### config.mk
export PLATFORM = sky130hd
export DESIGN_NAME = line_ref_resolver
export DESIGN_NICKNAME = d
export VERILOG_FILES = /design/src/rtl/ref_pkg.sv /design/src/rtl/ref_span_decode.sv /design/src/rtl/ref_lookup_seq.sv /design/src/rtl/ref_outcome_merge.sv /design/src/rtl/line_ref_resolver.sv
export SDC_FILE = /design/constraint.sdc
export NUM_CORES = 1
export LEC_CHECK = 0
export BUFFER_PORTS_ARGS = -buffer_cell sky130_fd_sc_hd__buf_4
export CORE_ASPECT_RATIO = 0.6
export CORE_MARGIN = 5
export CORE_UTILIZATION = 42
export DETAILED_ROUTE_END_ITERATION = 16
export HOLD_SLACK_MARGIN = 0.02
export PLACE_DENSITY = 0.66
export SETUP_SLACK_MARGIN = 0.4
export SLEW_MARGIN = 5
export SYNTH_ARGS = -nofsm -noshare
export SYNTH_HDL_FRONTEND = slang
export SYNTH_SLANG_ARGS = --single-unit
### constraint.sdc
create_clock -name clk -period 3.6 [get_ports clk]
set_input_delay 0.18 -clock clk [delete_from_list [all_inputs] [get_ports clk]]
set_output_delay 0.18 -clock clk [all_outputs]
set_load 0.05 [all_outputs]
### src/rtl/ref_pkg.sv
package ref_pkg;

  // How many cache lines a reference covers, as seen by the decoder.
  typedef enum logic [1:0] {
    SPAN_ONE = 2'd0,
    SPAN_TWO = 2'd1,
    SPAN_BAD = 2'd2
  } span_e;

  // Sequencer states.
  typedef enum logic [1:0] {
    ST_IDLE  = 2'd0,
    ST_WAIT1 = 2'd1,
    ST_WAIT2 = 2'd2
  } seq_e;

endpackage

### src/rtl/ref_span_decode.sv
module ref_span_decode
  import ref_pkg::*;
#(
  parameter int ADDR_W = 32,
  parameter int SIZE_W = 5,
  parameter int OFFS_W = 4,
  localparam int BLK_W = ADDR_W - OFFS_W
) (
  input  logic [ADDR_W-1:0] addr,
  input  logic [SIZE_W-1:0] size,
  output logic [BLK_W-1:0]  blk_first,
  output logic [BLK_W-1:0]  blk_second,
  output span_e             kind
);

  logic [ADDR_W:0] addr_ext;
  logic [ADDR_W:0] size_ext;
  logic [BLK_W:0]  first_ext;
  logic [BLK_W:0]  last_ext;
  logic [BLK_W:0]  next_ext;

  always_comb begin
    addr_ext  = {1'b0, addr};
    size_ext  = {{(ADDR_W + 1 - SIZE_W){1'b0}}, size};
    first_ext = {1'b0, addr[ADDR_W-1:OFFS_W]};
    // last byte computed one bit wider so a carry out of the top is kept
    last_ext  = (BLK_W + 1)'((addr_ext + size_ext - {{ADDR_W{1'b0}}, 1'b1}) >> OFFS_W);
    next_ext  = first_ext + {{BLK_W{1'b0}}, 1'b1};
  end

  assign blk_first  = first_ext[BLK_W-1:0];
  assign blk_second = last_ext[BLK_W-1:0];

  always_comb begin
    if (size == '0) begin
      kind = SPAN_BAD;
    end else if (last_ext == first_ext) begin
      kind = SPAN_ONE;
    end else if ((last_ext == next_ext) && !last_ext[BLK_W]) begin
      kind = SPAN_TWO;
    end else begin
      kind = SPAN_BAD;
    end
  end

endmodule

### src/rtl/ref_lookup_seq.sv
module ref_lookup_seq
  import ref_pkg::*;
#(
  parameter int BLK_W = 28
) (
  input  logic             clk,
  input  logic             rst,
  input  logic             req_valid,
  input  span_e            kind,
  input  logic [BLK_W-1:0] blk_first,
  input  logic [BLK_W-1:0] blk_second,
  input  logic             rsp_valid,
  output logic             req_ready,
  output logic             lk_valid,
  output logic [BLK_W-1:0] lk_blk,
  output logic             take_bad,
  output logic             rsp_first,
  output logic             rsp_final,
  output logic             final_is_second
);

  seq_e             state_q;
  logic             pair_q;
  logic [BLK_W-1:0] second_q;

  assign req_ready       = (state_q == ST_IDLE);
  assign take_bad        = req_ready && req_valid && (kind == SPAN_BAD);
  assign rsp_first       = rsp_valid && (state_q == ST_WAIT1);
  assign final_is_second = (state_q == ST_WAIT2);
  assign rsp_final       = rsp_valid &&
                           (((state_q == ST_WAIT1) && !pair_q) || (state_q == ST_WAIT2));

  always_ff @(posedge clk) begin
    if (rst) begin
      state_q  <= ST_IDLE;
      pair_q   <= 1'b0;
      second_q <= '0;
      lk_valid <= 1'b0;
      lk_blk   <= '0;
    end else begin
      lk_valid <= 1'b0;
      unique case (state_q)
        ST_IDLE: begin
          if (req_valid && (kind != SPAN_BAD)) begin
            lk_valid <= 1'b1;
            lk_blk   <= blk_first;
            pair_q   <= (kind == SPAN_TWO);
            second_q <= blk_second;
            state_q  <= ST_WAIT1;
          end
        end
        ST_WAIT1: begin
          if (rsp_valid) begin
            if (pair_q) begin
              // second line always looked up: replacement order must move
              lk_valid <= 1'b1;
              lk_blk   <= second_q;
              state_q  <= ST_WAIT2;
            end else begin
              state_q <= ST_IDLE;
            end
          end
        end
        ST_WAIT2: begin
          if (rsp_valid) begin
            state_q <= ST_IDLE;
          end
        end
        default: state_q <= ST_IDLE;
      endcase
    end
  end

endmodule

### src/rtl/ref_outcome_merge.sv
module ref_outcome_merge (
  input  logic clk,
  input  logic rst,
  input  logic take_bad,
  input  logic rsp_first,
  input  logic rsp_final,
  input  logic final_is_second,
  input  logic rsp_miss,
  output logic res_valid,
  output logic res_miss,
  output logic err_flag
);

  logic acc_miss_q;

  always_ff @(posedge clk) begin
    if (rst) begin
      acc_miss_q <= 1'b0;
      res_valid  <= 1'b0;
      res_miss   <= 1'b0;
      err_flag   <= 1'b0;
    end else begin
      res_valid <= 1'b0;
      if (take_bad) begin
        res_valid <= 1'b1;
        res_miss  <= 1'b1;
        err_flag  <= 1'b1;
      end
      if (rsp_first) begin
        acc_miss_q <= rsp_miss;
      end
      if (rsp_final) begin
        res_valid <= 1'b1;
        res_miss  <= rsp_miss | (final_is_second & acc_miss_q);
      end
    end
  end

endmodule

### src/rtl/line_ref_resolver.sv
module line_ref_resolver
  import ref_pkg::*;
#(
  parameter int ADDR_W     = 32,
  parameter int SIZE_W     = 5,
  parameter int LINE_BYTES = 16,
  parameter int SETS       = 8,
  localparam int OFFS_W = $clog2(LINE_BYTES),
  localparam int BLK_W  = ADDR_W - OFFS_W,
  localparam int SET_W  = (SETS > 1) ? $clog2(SETS) : 1
) (
  input  logic              clk,
  input  logic              rst,
  input  logic              req_valid,
  input  logic [ADDR_W-1:0] req_addr,
  input  logic [SIZE_W-1:0] req_size,
  output logic              req_ready,
  output logic              lk_valid,
  output logic [SET_W-1:0]  lk_set,
  output logic [BLK_W-1:0]  lk_tag,
  input  logic              lk_rsp_valid,
  input  logic              lk_rsp_miss,
  output logic              res_valid,
  output logic              res_miss,
  output logic              err_flag
);

  span_e            kind;
  logic [BLK_W-1:0] blk_first;
  logic [BLK_W-1:0] blk_second;
  logic [BLK_W-1:0] lk_blk;
  logic             take_bad;
  logic             rsp_first;
  logic             rsp_final;
  logic             final_is_second;

  ref_span_decode #(
    .ADDR_W(ADDR_W),
    .SIZE_W(SIZE_W),
    .OFFS_W(OFFS_W)
  ) u_decode (
    .addr      (req_addr),
    .size      (req_size),
    .blk_first (blk_first),
    .blk_second(blk_second),
    .kind      (kind)
  );

  ref_lookup_seq #(
    .BLK_W(BLK_W)
  ) u_seq (
    .clk            (clk),
    .rst            (rst),
    .req_valid      (req_valid),
    .kind           (kind),
    .blk_first      (blk_first),
    .blk_second     (blk_second),
    .rsp_valid      (lk_rsp_valid),
    .req_ready      (req_ready),
    .lk_valid       (lk_valid),
    .lk_blk         (lk_blk),
    .take_bad       (take_bad),
    .rsp_first      (rsp_first),
    .rsp_final      (rsp_final),
    .final_is_second(final_is_second)
  );

  ref_outcome_merge u_merge (
    .clk            (clk),
    .rst            (rst),
    .take_bad       (take_bad),
    .rsp_first      (rsp_first),
    .rsp_final      (rsp_final),
    .final_is_second(final_is_second),
    .rsp_miss       (lk_rsp_miss),
    .res_valid      (res_valid),
    .res_miss       (res_miss),
    .err_flag       (err_flag)
  );

  assign lk_tag = lk_blk;

  generate
    if (SETS > 1) begin : g_set_bits
      assign lk_set = lk_blk[SET_W-1:0];
    end else begin : g_one_set
      assign lk_set = '0;
    end
  endgenerate

endmodule

; After elaboration in Yosys (flattened, before gate mapping)
; Cells that the tools add are included.
[classes]
n_addsub = 3
n_eq_ne = 11
mux = 20
bitwise = 2
reduce_logical = 17
[ops]
columns = operator, n
row1 = $mux W28, 3
row2 = $pmux W28 S2, 1
row3 = $add A32 B5 Y33, 1
row4 = $sub A33 B1 Y33 const B, 1
row5 = $add A28 B1 Y29 const B, 1
row6 = $eq A29 B28 Y1, 1
row7 = $eq A29 B29 Y1, 1
row8 = $mux W2, 7
row9 = $ne A2 B2 Y1 const B, 4
row10 = $logic_and A1 B1 Y1, 7
row11 = $mux W1, 7
row12 = $pmux W2 S3, 1
row13 = $logic_not A5 Y1, 1
row14 = $eq A2 B1 Y1 const B, 2
row15 = $eq A2 B2 Y1 const B, 2
row16 = $reduce_and A4 Y1, 1
row17 = $reduce_bool A2 Y1, 2
row18 = $reduce_and A3 Y1, 1
row19 = $logic_not A1 Y1, 2
row20 = $logic_not A2 Y1, 1
row21 = $ne A2 B1 Y1 const B, 1
row22 = $pmux W1 S2, 1
row23 = $reduce_and A2 Y1, 1
row24 = $and A1 B1 Y1, 1
row25 = other kinds (2), 2
[totals]
regBits = 64
in_bits = 42
output_inout_bits = 36
wordCells = 62

; Depth between registers and ports, before layout
[logic_depth]
depth_word = 11
mapped_depth = 20
ltp_nobuf = 16

; By module
; Synthesis repeated with hierarchy kept, for this count alone.
[unflattened]
hier_cells = 874
area_unflattened_um2 = 7095.6
[by_module_without_submodules]
columns = mod, n_inst, cells_per_inst, area_each_um2
row1 = ref_span_decode, 1, 570, 4216.5
row2 = ref_lookup_seq, 1, 288, 2725.1
row3 = ref_outcome_merge, 1, 13, 131.4
row4 = line_ref_resolver, 1, 3, 22.5

; Least setup slack after synthesis
; Ideal clock, no wire load.
[synth_timing]
path_kind = in2reg
from = in req_addr[4]
to = reg u_merge.res_miss
setup_time_ns = 0.122
t_arrival_ns = 3.552
setup_slack_ns = -0.074
path_stages = 17
path_buffers = 1
cell_sequence = inv_1 > ha_1 > inv_1 > ha_1 > buf_2 > a21oi_1 > o21ai_1 > a21o_1 > a21oi_2 > xnor3_1 > xnor2_1 > o22ai_1 > nand4_1 > or4b_1 > nor4_2 > nor3b_1 > o311a_1
[synth_between]
elab_chain_cells = 10
[synth_rtl]
columns = item, line
row1 = "start, declared", line_ref_resolver.sv:15  ; input logic [ADDR_W-1:0] req_addr,
row2 = $add A32 B5 Y33, ref_span_decode.sv:27  ; last_ext = (BLK_W + 1)'((addr_ext + size_ext - {{ADDR_W{1'b0}}, 1'b1}) >> OFFS_W);
row3 = $sub A33 B1 Y33, ref_span_decode.sv:27
row4 = $eq A29 B29 Y1 or $logic_not A1 Y1 (tied branches), ref_span_decode.sv:39  ; end else if ((last_ext == next_ext) && !last_ext[BLK_W]) begin
row5 = $logic_and A1 B1 Y1, ref_span_decode.sv:39
row6 = $mux W2, ref_span_decode.sv:39
row7 = $mux W2 *, ref_span_decode.sv:37  ; end else if (last_ext == first_ext) begin
row8 = $mux W2 *, ref_span_decode.sv:35  ; if (size == '0) begin
row9 = $eq A2 B2 Y1 *, ref_lookup_seq.sv:27  ; assign take_bad = req_ready && req_valid && (kind == SPAN_BAD);
row10 = $logic_and A1 B1 Y1 *, ref_lookup_seq.sv:27
row11 = $reduce_bool A2 Y1 (no line) *, --
row12 = "end signal, assigned", ref_outcome_merge.sv:34  ; res_miss <= rsp_miss | (final_is_second & acc_miss_q);
row13 = "end, declared", ref_outcome_merge.sv:10  ; output logic res_miss,
; Every way passes the cells marked *; elsewhere a longest branch is shown, timed or not.
; A chain may end at the register's enable or synchronous reset.

; Worst setup path in the final report
[layout_timing]
from = in req_addr[4]
to = reg u_seq.lk_blk[18]
[layout_between]
elab_chain_cells = 11
[layout_rtl]
columns = item, line
row1 = $add A32 B5 Y33, ref_span_decode.sv:27
row2 = $sub A33 B1 Y33, ref_span_decode.sv:27
row3 = $eq A29 B29 Y1 or $logic_not A1 Y1 (tied branches), ref_span_decode.sv:39
row4 = $logic_and A1 B1 Y1, ref_span_decode.sv:39
row5 = $mux W2, ref_span_decode.sv:39
row6 = $mux W2 *, ref_span_decode.sv:37
row7 = $mux W2 *, ref_span_decode.sv:35
row8 = $ne A2 B2 Y1 *, ref_lookup_seq.sv:44  ; if (req_valid && (kind != SPAN_BAD)) begin
row9 = $logic_and A1 B1 Y1 *, ref_lookup_seq.sv:44
row10 = $ne A2 B2 Y1 (no line) *, --
row11 = $reduce_and A4 Y1 (no line) *, --
row12 = "end signal, assigned", ref_lookup_seq.sv:46  ; lk_blk <= blk_first;
row13 = "end signal, assigned", ref_lookup_seq.sv:57  ; lk_blk <= second_q;
row14 = "end, declared", ref_lookup_seq.sv:15  ; output logic [BLK_W-1:0] lk_blk,
; Marks and branches as above.

==> Implementation_results.wiki <==
{| class="wikitable"
! Metric !! Value
|-
| Ratio of final minimum period to clock period || 1.024
|-
| Distinct cell type count of the synthesized netlist || 74
|-
| Final hold slack || 0.08610 ns
|-
| Fin nets || 1324
|-
| H-tree levels || 3
|-
| Worst setup SP type || input pin
|-
| Combinational family with the most area after synthesis || simple AND/OR/NAND/NOR gates
|-
| Maximum Capacitance Violations || 0
|-
| Total design power || 3.525 mW
|-
| Cell area power density || 315.7 nW/um^2
|-
| Die span in y || 109.5 microns
|-
| RSZ-0062 raised after global routing || true
|-
| Total gr overflow || 0
|-
| Pin count of the biggest net entering global routing || 66
|-
| Area share of fa/ha/maj cells after synthesis || 0.1101
|-
| Library cell with the highest instance count after synthesis || sky130_fd_sc_hd__nand2_1
|-
| Most frequent cells after synthesis || 118 x sky130_fd_sc_hd__nand2_1, 67 x sky130_fd_sc_hd__a21oi_1, 64 x sky130_fd_sc_hd__dfxtp_1
|-
| Remaining antenna violation count || 0
|-
| CP Data Arrival Time || 3.90 ns
|-
| Weighted congestion at the end of routability-driven global placement || 1.004
|-
| Die area || 19250 sq um
|-
| Dominant cells by area after synthesis || sky130_fd_sc_hd__dfxtp_1 18%, sky130_fd_sc_hd__ha_1 11%, sky130_fd_sc_hd__nand2_1 6.4%, sky130_fd_sc_hd__xnor2_1 6.3%, sky130_fd_sc_hd__a21oi_1 4.8%
|-
| Actual slew at the worst max-slew pin || 1.098 ns
|-
| Number of diodes || 0
|-
| Area fraction of the dominant cell type after synthesis || 0.1849
|-
| Final setup violation count || 40
|-
| Master cell of the clock root buffer || sky130_fd_sc_hd__clkbuf_16
|-
| Number of antenna violations at the first check in global routing || 0
|-
| Area share of xor/xnor cells in the synthesized design || 0.1250
|-
| Number of inserted filler cells in the final layout || 1285
|-
| Cell internal pwr || 2.199 mW
|-
| Detail-routed via count per cell || 5.764
|-
| Share of post-route cells with drive strength above 1 || 0.4437
|-
| Yosys warns || 0
|-
| Total I/O pin count || 78
|-
| Relative contribution of combinational cells to total power || 0.544
|-
| CTS tree || done
|-
| Final routed wirelength across all metal layers || 28980 microns
|-
| HPWL after detailed placement || 21800 microns
|-
| Category of the critical setup timing path || in -> reg
|-
| Result of the run || complete, but fails checks
|-
| PnR worst setup slack || -0.08607 ns
|-
| Drt first pass iters || 5
|-
| Mux cell area share after synthesis || 0.04984
|-
| Mean area per synthesized cell || 7.648 sq um
|-
| CORE AREA || 16220 sq um
|-
| Die span in x || 175.8 microns
|-
| Largest stage delay on the critical path || 0.36 ns
|-
| Class of the tightest hold or removal check || in -> reg
|-
| Effective utilization at floorplan || 0.4273
|-
| Area grow syn2layout || 61.14%
|-
| Number of buffers created by CTS || 9
|-
| Kind of cell adding the most delay to the critical path || simple AND/OR/NAND/NOR gates
|-
| Clock latency on the worst-skew pair || 0.34 ns
|-
| Leakage power || 5.253 nW
|-
| Instance area after placement || 9688 sq um
|-
| Most frequently used flop master after synthesis || sky130_fd_sc_hd__dfxtp_1
|-
| Data required, critical path || 3.82 ns
|-
| Slowest CP cell || sky130_fd_sc_hd__o32ai_4
|-
| Overall Global Routing Usage || 0.2810
|-
| Buffers from clock root to sink, at most || 2
|-
| Maximum fanout along the worst path || 8
|-
| Worst slew margin relative to its limit || 0.2669
|-
| First-iteration detailed-routing DRC count || 881
|-
| Crit path time final || 3.686 ns
|-
| Switching Power || 1.326 mW
|-
| Final hold violation count || 0
|-
| Post-synth ARST share || 0
|-
| Global-route wire length before repair || 42630 microns
|-
| Synth Area in Simple Gates || 0.2313
|-
| Category of the worst setup path capture point || flop
|-
| FMAX || 271.3 MHz
|-
| Wire length per cell after detailed routing || 20.20 microns
|-
| Count of input and output buffers || 77
|-
| Worst-case vdd ir drop || 0.2166 mV
|-
| Via count of the first global-routing pass || 7793
|-
| Mapped Nets || 1009
|-
| Compound-gate portion of the synthesized area || 0.2288
|-
| Clock transition at the registers of the reported paths || 0.06 ns
|-
| Final instance area || 11170 sq um
|-
| Netlist Area Pre-Place || 6929 sq um
|-
| Critical path cell sequence || buf_12, inv_12, ha_4, inv_2, ha_4, nand2_8, o32ai_4, nand2_4, buf_6, a31oi_4, xor2_2, xnor2_2, xor2_1, o2111ai_2, nor4_2, and3_4, buf_6, or2_4, clkbuf_16, a21oi_1
|-
| Number of pins exceeding their max-slew limit in the final report || 0
|-
| Post-synthesis register bit count || 64
|-
| Leading area contributor after synthesis || sky130_fd_sc_hd__dfxtp_1
|-
| Routed via count || 8271
|-
| Violated checks || setup timing
|-
| Number of enable-type register cells in the synthesized netlist || 0
|-
| Site Rows || 36
|-
| Post-Synthesis Cells || 906
|-
| Final Skew || 0.006798 ns
|-
| Buffers plus inverters on the worst setup path || 6
|-
| Proportion of synthesized chip area in sequential cells || 0.1849
|-
| DRC violations left || 0
|-
| # clock sinks || 64
|-
| Relative contribution of the clock network to total power || 0.254
|-
| Sw Ratio || 0.3762
|-
| Relative contribution of sequential cells to total power || 0.202
|}
[power by group through the flow]
stage               sequential [mW]  clock [mW]  combinational [mW]
floorplan                     0.735           0               0.843
global placement              0.727           0                1.58
detailed placement            0.727           0                1.59
CTS                           0.711       0.897                1.77
global route                  0.711       0.933                2.03
finish                        0.711       0.894                1.92
[sequential cells by signal (all words and copies together) (netlist names)]
signal and flops:
u_seq.lk_blk 28, u_seq.second_q 28, u_seq.state_q 2, u_merge.acc_miss_q 1
u_merge.err_flag 1, u_merge.res_miss 1, u_merge.res_valid 1, u_seq.lk_valid 1
u_seq.pair_q 1
[layout make-up]
type | instances | area [sq um] | share of cell area
multi-input cells | 734 | 6085 | 0.5449
repair buffers | 362 | 3015 | 0.2701
flip-flops and latches | 64 | 1281 | 0.1147
well taps | 209 | 261.5 | 0.02342
clock buffers | 9 | 225.2 | 0.02017
inverters | 50 | 220.2 | 0.01972
clock inverters | 7 | 77.57 | 0.006948
[path summary, 6_finish.rpt]
check                     start            endpoint  slack, ns  depth (start not counted)
max                 req_addr[4]    u_seq.lk_blk[18]      -0.09                         20
min                 lk_rsp_miss  u_merge.acc_miss_q       0.09                          3
max reg2reg    u_seq.state_q[1]    u_merge.res_miss       1.47                          4
min reg2reg  u_seq.second_q[20]  u_seq.second_q[20]       0.46                          2
[worst register-to-register path, cell delays in order (launching register included)]
cell	delay (ns)
sky130_fd_sc_hd__dfxtp_1	0.45
sky130_fd_sc_hd__nand2b_2	0.83
sky130_fd_sc_hd__o21ai_0	0.19
sky130_fd_sc_hd__and2_1	0.22
sky130_fd_sc_hd__o311a_1	0.32
[what timing repair did]
action / in CTS / in global routing
resized for setup: 83 / 64
hold buffers: 0 / 0
setup endpoints to repair: 62 / 62
pin swaps: 48 / 20
cloned: 2 / 6
setup buffers: 22 / 10
[stage by stage]
step                TNS, ns  utilization  std cells  setup slack (ns)
detailed placement   -28.36       0.5975       1379           -0.5114
floorplan                 0            -        906            0.2134
finish               -1.896       0.6886       1435          -0.08607
CTS                       0       0.6551       1419           0.09894
global placement     -26.34       0.5975       1379           -0.4723
global route         -8.338       0.6886       1435           -0.2126
[kinds of logic (layout without fill, tap and decap cells)]
family | Yosys count | after routing
mux | 33 | 33
buf+inv | 108 | 428
fa+ha+maj | 61 | 61
xor+xnor | 80 | 80
flops | 64 | 64
compound gates | 242 | 242
simple gates | 318 | 318
[metal layers]
metal	share of wire	vias up	track usage
li1	-	3870	-
met1	0.46	3927	0.4116
met2	0.41	434	0.4107
met3	0.11	40	0.09210
met4	0.012	0	0.03726
met5	0	-	0
[cells in the final DEF (no fill, tap or decap), types with 16 or more instances in the layout]
cell / count
sky130_fd_sc_hd__buf_4: 331
sky130_fd_sc_hd__nand2_1: 115
sky130_fd_sc_hd__dfxtp_1: 64
sky130_fd_sc_hd__a21oi_1: 53
sky130_fd_sc_hd__nor2_1: 52
sky130_fd_sc_hd__o21ai_0: 46
sky130_fd_sc_hd__ha_1: 44
sky130_fd_sc_hd__inv_1: 37
sky130_fd_sc_hd__xnor2_1: 37
sky130_fd_sc_hd__nand4_1: 24
sky130_fd_sc_hd__o31ai_1: 24
sky130_fd_sc_hd__mux2i_1: 20
sky130_fd_sc_hd__ha_4: 16
Note: power is estimated with default switching activity, not from simulation.
